[src/rtl/line_timer_pkg.sv]
package line_timer_pkg;

    // Counter geometry
    localparam int CNT_W      = 8;
    localparam int SLOT_LOG2  = 4;
    localparam int SLOT_LEN   = 1 << SLOT_LOG2;
    localparam int NUM_SLOTS  = 3;
    localparam logic [CNT_W-1:0] TERM_MASK = 8'hCF;

    // Slot order inside the pulse chain: bit position = slot index
    typedef enum int unsigned {
        SLOT_FRONT = 0,
        SLOT_SYNC  = 1,
        SLOT_BACK  = 2
    } slot_idx_e;

    typedef enum logic [1:0] {
        TRIM_FULL = 2'd0,
        TRIM_4    = 2'd1,
        TRIM_5    = 2'd2,
        TRIM_6    = 2'd3
    } trim_sel_e;

    typedef struct packed {
        logic back;
        logic sync;
        logic front;
    } pulse_t;

    // Number of active cycles at the tail of the first slot
    function automatic logic [SLOT_LOG2:0] trim_len(input trim_sel_e sel);
        case (sel)
            TRIM_4:  trim_len = (SLOT_LOG2+1)'(4);
            TRIM_5:  trim_len = (SLOT_LOG2+1)'(5);
            TRIM_6:  trim_len = (SLOT_LOG2+1)'(6);
            default: trim_len = (SLOT_LOG2+1)'(SLOT_LEN);
        endcase
    endfunction

    // True when a phase within the slot lies in the trimmed tail
    function automatic logic trim_hit(input logic [SLOT_LOG2-1:0] phase,
                                      input trim_sel_e sel);
        logic [SLOT_LOG2:0] first;
        first    = (SLOT_LOG2+1)'(SLOT_LEN) - trim_len(sel);
        trim_hit = ({1'b0, phase} >= first);
    endfunction

endpackage

[src/rtl/line_timer_counter.sv]
module line_timer_counter
    import line_timer_pkg::*;
#(
    parameter int               W    = CNT_W,
    parameter logic [W-1:0]     MASK = TERM_MASK
) (
    input  logic         clk_i,
    input  logic         rst_i,
    input  logic         iack_i,
    output logic [W-1:0] cnt_q,
    output logic [W-1:0] cnt_nxt,
    output logic         term_o
);

    // Partial decode: only bits set in MASK are examined
    assign term_o = ((cnt_q & MASK) == MASK);

    always_comb begin
        if (rst_i || term_o || iack_i) begin
            cnt_nxt = '0;
        end else begin
            cnt_nxt = cnt_q + W'(1);
        end
    end

    always_ff @(posedge clk_i) begin
        cnt_q <= cnt_nxt;
    end

endmodule

[src/rtl/line_timer_chain.sv]
module line_timer_chain
    import line_timer_pkg::*;
#(
    parameter int N = NUM_SLOTS
) (
    input  logic         clk_i,
    input  logic         restart_i,   // next count is zero
    input  logic         tap_now_i,   // slot-clock bit, current count
    input  logic         tap_nxt_i,   // slot-clock bit, next count
    output logic [N-1:0] slots_q
);

    logic         tick;
    logic [N-1:0] slots_d;

    // Falling edge of the slot-clock tap advances the chain
    assign tick = tap_now_i & ~tap_nxt_i;

    generate
        for (genvar i = 0; i < N; i++) begin : g_stage
            if (i == 0) begin : g_head
                always_comb begin
                    if (restart_i)   slots_d[i] = 1'b1;
                    else if (tick)   slots_d[i] = 1'b0;
                    else             slots_d[i] = slots_q[i];
                end
            end else begin : g_tail
                always_comb begin
                    if (restart_i)   slots_d[i] = 1'b0;
                    else if (tick)   slots_d[i] = slots_q[i-1];
                    else             slots_d[i] = slots_q[i];
                end
            end
        end
    endgenerate

    always_ff @(posedge clk_i) begin
        slots_q <= slots_d;
    end

endmodule

[src/rtl/line_timer_trim.sv]
module line_timer_trim
    import line_timer_pkg::*;
(
    input  logic                 clk_i,
    input  logic                 first_slot_i,
    input  logic [SLOT_LOG2-1:0] phase_i,
    input  logic [1:0]           sel_i,
    output logic                 trim_q
);

    trim_sel_e sel_e;
    assign sel_e = trim_sel_e'(sel_i);

    always_ff @(posedge clk_i) begin
        trim_q <= first_slot_i & trim_hit(phase_i, sel_e);
    end

endmodule

[src/rtl/line_timer.sv]
module line_timer
    import line_timer_pkg::*;
#(
    parameter int                W    = CNT_W,
    parameter logic [W-1:0]      MASK = TERM_MASK
) (
    input  logic       clk_i,
    input  logic       rst_i,
    input  logic       iack_i,
    input  logic [1:0] trim_sel_i,
    output logic       hsync_n_o,
    output logic       front_porch_o,
    output logic       back_porch_o,
    output logic       fp_trim_o,
    output logic       line_start_o
);

    localparam logic [W-1:0] FIRST_END = W'(SLOT_LEN);
    localparam int           TAP       = SLOT_LOG2 - 1;

    logic [W-1:0]         cnt_q;
    logic [W-1:0]         cnt_nxt;
    logic                 term;
    logic                 restart;
    logic                 first_slot;
    logic [NUM_SLOTS-1:0] slots_q;
    pulse_t               pulses;
    logic                 ls_q;

    line_timer_counter #(.W(W), .MASK(MASK)) u_counter (
        .clk_i   (clk_i),
        .rst_i   (rst_i),
        .iack_i  (iack_i),
        .cnt_q   (cnt_q),
        .cnt_nxt (cnt_nxt),
        .term_o  (term)
    );

    assign restart    = (cnt_nxt == '0);
    assign first_slot = (cnt_nxt < FIRST_END);

    line_timer_chain #(.N(NUM_SLOTS)) u_chain (
        .clk_i     (clk_i),
        .restart_i (restart),
        .tap_now_i (cnt_q[TAP]),
        .tap_nxt_i (cnt_nxt[TAP]),
        .slots_q   (slots_q)
    );

    line_timer_trim u_trim (
        .clk_i        (clk_i),
        .first_slot_i (first_slot),
        .phase_i      (cnt_nxt[SLOT_LOG2-1:0]),
        .sel_i        (trim_sel_i),
        .trim_q       (fp_trim_o)
    );

    always_ff @(posedge clk_i) begin
        ls_q <= restart;
    end

    assign pulses.front = slots_q[SLOT_FRONT];
    assign pulses.sync  = slots_q[SLOT_SYNC];
    assign pulses.back  = slots_q[SLOT_BACK];

    assign front_porch_o = pulses.front;
    assign hsync_n_o     = ~pulses.sync;
    assign back_porch_o  = pulses.back;
    assign line_start_o  = ls_q;

endmodule

[config.mk]
export PLATFORM = sky130hd
export DESIGN_NAME = line_timer
export DESIGN_NICKNAME = d
export VERILOG_FILES = /design/src/rtl/line_timer_pkg.sv /design/src/rtl/line_timer_counter.sv /design/src/rtl/line_timer_chain.sv /design/src/rtl/line_timer_trim.sv /design/src/rtl/line_timer.sv
export SDC_FILE = /design/constraint.sdc
export NUM_CORES = 1
export LEC_CHECK = 0
export ABC_AREA = 1
export BUFFER_PORTS_ARGS = -buffer_cell sky130_fd_sc_hd__clkbuf_2
export CORE_AREA = 2 2 56 58
export CTS_CLUSTER_DIAMETER = 60
export CTS_CLUSTER_SIZE = 28
export DETAILED_ROUTE_END_ITERATION = 10
export DIE_AREA = 0 0 58 60
export PLACE_DENSITY = 0.41
export SLEW_MARGIN = 20
export SYNTH_ARGS = -nofsm -noshare
export SYNTH_HDL_FRONTEND = slang
export SYNTH_HIERARCHICAL = 1
export SYNTH_SLANG_ARGS = --single-unit
[constraint.sdc]
create_clock -name clk_i -period 2.1 [get_ports clk_i]
set_clock_uncertainty 0.2 [all_clocks]
set_input_delay 0.21 -clock clk_i [delete_from_list [all_inputs] [get_ports clk_i]]
set_output_delay 0.21 -clock clk_i [all_outputs]
set_load 0.05 [all_outputs]
==> impl_metrics.yaml <==
global_route:
  grt_max_degree: 8
  grt_usage: 0.0902
  overflow: 0
  grt_pass1_wl_microns: 2350
  first_global_vias: 602
  grt_antenna_before_repair: 0
place:
  port_buffers: 9
  hpwl_microns: 1020
  gp_congestion: 0.749
route:
  vias: 594
  viasPerCell: 4.07
  routed_wl_microns: 1250
  firstDrtPassIters: 4
  wire_per_inst_microns: 8.53
  antenna_left: 0
  drt_iter0_markers: 12
  route.detailed.drc: 0
power_and_ir_drop:
  vdd_drop_max_uv: 187
  clkPwrFrac: 0.337
  total_leakage_power_uw: 0.000360
  power_density_nw_per_um2: 534
  power_frac_seq: 0.560
  combinationalPowerShare: 0.103
  internal_power_uw: 341
  switchingPower_uw: 112
  swShare: 0.248
worst_setup_path:
  critPathLaunchType: "flop"
  cp-end-kind: "flop"
  path_common_cell: "nor2_1"
  critPathKind: "flop to flop"
  path_cells: "ha_4 -> nand3_4 -> nor2_4 -> nor2_4 -> inv_4 -> nor2_2 -> inv_1 -> ha_1 -> nor2_1 -> nor2_2 -> nor2_1 -> nor2_1"
  cp.arrival_ps: 1880
  critPathMaxFanout: 6
  crit_slowest_cell: "dfxtp_4"
  slowest_delay_ps: 370
  cp.required_ps: 2080
synthesis:
  synth_area_sq_um: 679
  synth-seq-cells: 13
  synthFlopType: "dfxtp_1"
  ys_top_cells_by_count: "nor2_1 (27), nand2_1 (18), dfxtp_1 (13)"
  synth-edff-count: 0
  yosysUniqueCellTypes: 17
  yosys.area.top_type: "dfxtp_1"
  synth_top_area_share: 0.383
  ys_seq_area_frac: 0.383
  synth_cells: 97
  avgSynthCellArea_sq_um: 7.00
  synthTopCellsByArea: "dfxtp_1 (38%), nor2_1 (15%), nand2_1 (9.9%)"
  yosys_warnings: 6
  async_flop_share: 0
  synth_nets: 107
  synth.most_common_cell: "nor2_1"
sta:
  tightestPinTransition_ps: 277
  max_freq_mhz: 527
  min_period_over_period: 0.904
  final_max_slew_viol_count: 0
  setup_violations: 0
  setup_tns_ps: 0
  hold_viol: 0
  relSlewSlack: 0.816
  grt_setup_unrepaired: "false"
  finalCriticalPeriod_ps: 1900
clocking:
  clock_latency_ps: 270
  post_cts_buffers: 0
  numCtsBuffers: 3
  cts-root-buf: "clkbuf_4"
  htree_levels: 1
  clk_pin_slew_ps: 80
  cts_sinks: 13
  cts_hold_buf: 0
  cts_tree: "done"
  clock_path_buffers: 2
outcome:
  outcome: "finished clean"
run:
  max-cap-violations: 0
cells_and_area:
  fin_util: 0.292
  n_antenna_cell: 0
  area_growth_pct: 24.9
  drive_gt1_frac: 0.274
  layout.nets: 124
  num-fill-cells: 326
floorplanning:
  dieArea_sq_um: 3480
  fp.dieH_microns: 60
  rows: 20
  die_x_microns: 58
  core_sq_um: 2900
  ios: 10
  initial_core_util: 0.234
min_path:
  worstHoldPathType: "primary input to flop"
==> placed cells by master, fill, tap and decap left out, types with 3 or more instances in the layout <==
master,netlist,final
nor2_1,27,24
nand2_1,18,18
inv_1,12,12
dfxtp_1,13,10
clkbuf_2,0,9
nand3_1,6,6
nor2_2,2,5
ha_1,5,4
clkbuf_4,0,3
buf_4,0,3
inv_2,3,3
==> metal layers <==
layer,vias to the layer above,part of all wire,wire length [microns],track usage
li1,325,-,-,-
met1,260,0.43,534,0.0929
met2,7,0.52,646,0.157
met3,2,0.028,35,0.0152
met4,0,0.023,29,0.0797
met5,-,0,0,0
==> sequential cells by signal (all words and copies together), names as in the netlist <==
signal           flops
u_counter/cnt_q      8
u_chain/slots_q      3
line_start_o         1
u_trim/trim_q        1
==> timing repair <==
action	CTS	global route
resized for setup	0	10
endpoints found under the hold margin	0	0
setup endpoints to repair	0	1
==> through the flow <==
| stage | worst slack [ps] | area [sq um] | total power [uW] | instances | hold slack [ps] |
|---|---|---|---|---|---|
| final | 201 | 848 | 453 | 146 | 131 |
| after floorplan | 181 | 679 | 291 | 97 | 266 |
| after global placement | 90.2 | 788 | 304 | 142 | 271 |
| after CTS | 49.1 | 815 | 462 | 146 | 123 |
| after global routing | 36.9 | 848 | 483 | 146 | 162 |
| after detailed placement | 64.8 | 788 | 304 | 142 | 274 |
==> worst max-delay path, delay by kind of cell (launching register included) <==
kind / cells / cell delay (ps)
adder cells (fa/ha/maj): 2 / 450
AND/OR/NAND/NOR: 8 / 650
flip-flops: 1 / 370
buffers and inverters: 2 / 120
==> layout make-up <==
class,count,area (sq um),share of cell area
clock buffer,4,26.3,0.0310
inverter,16,62.6,0.0737
multi-input combinational,68,384,0.453
sequential,13,267,0.314
tap,33,41.3,0.0487
timing repair buffer,12,67.6,0.0796
==> power by group through the flow <==
stage	clock, uW	combinational, uW	sequential [uW]
after global routing	175	54.0	255
final	153	46.5	254
after CTS	163	45.7	253
after floorplan	0	22.5	268
after detailed placement	0	45.4	259
after global placement	0	44.9	259
==> path summary, 6_finish.rpt <==
path                                    from                              end  slack, ps  depth (start not counted)
min reg2reg  u_chain/slots_q[2]$_SDFFE_PP0P_  u_chain/slots_q[2]$_SDFFE_PP0P_        290                          2
min                                   iack_i       u_counter/cnt_q[5]$_DFF_P_        130                          5
max reg2reg       u_counter/cnt_q[0]$_DFF_P_            u_trim/trim_q$_DFF_P_        200                         12
max               u_counter/cnt_q[0]$_DFF_P_            u_trim/trim_q$_DFF_P_        200                         12
==> logic make-up after synthesis <==
group           synth area share
fa+ha+maj                 0.0921
flops                      0.383
compound gates            0.0258
buf+inv                   0.0921
xor+xnor                  0.0387
simple gates               0.368
No activity file was read; power rests on OpenSTA's default activity.
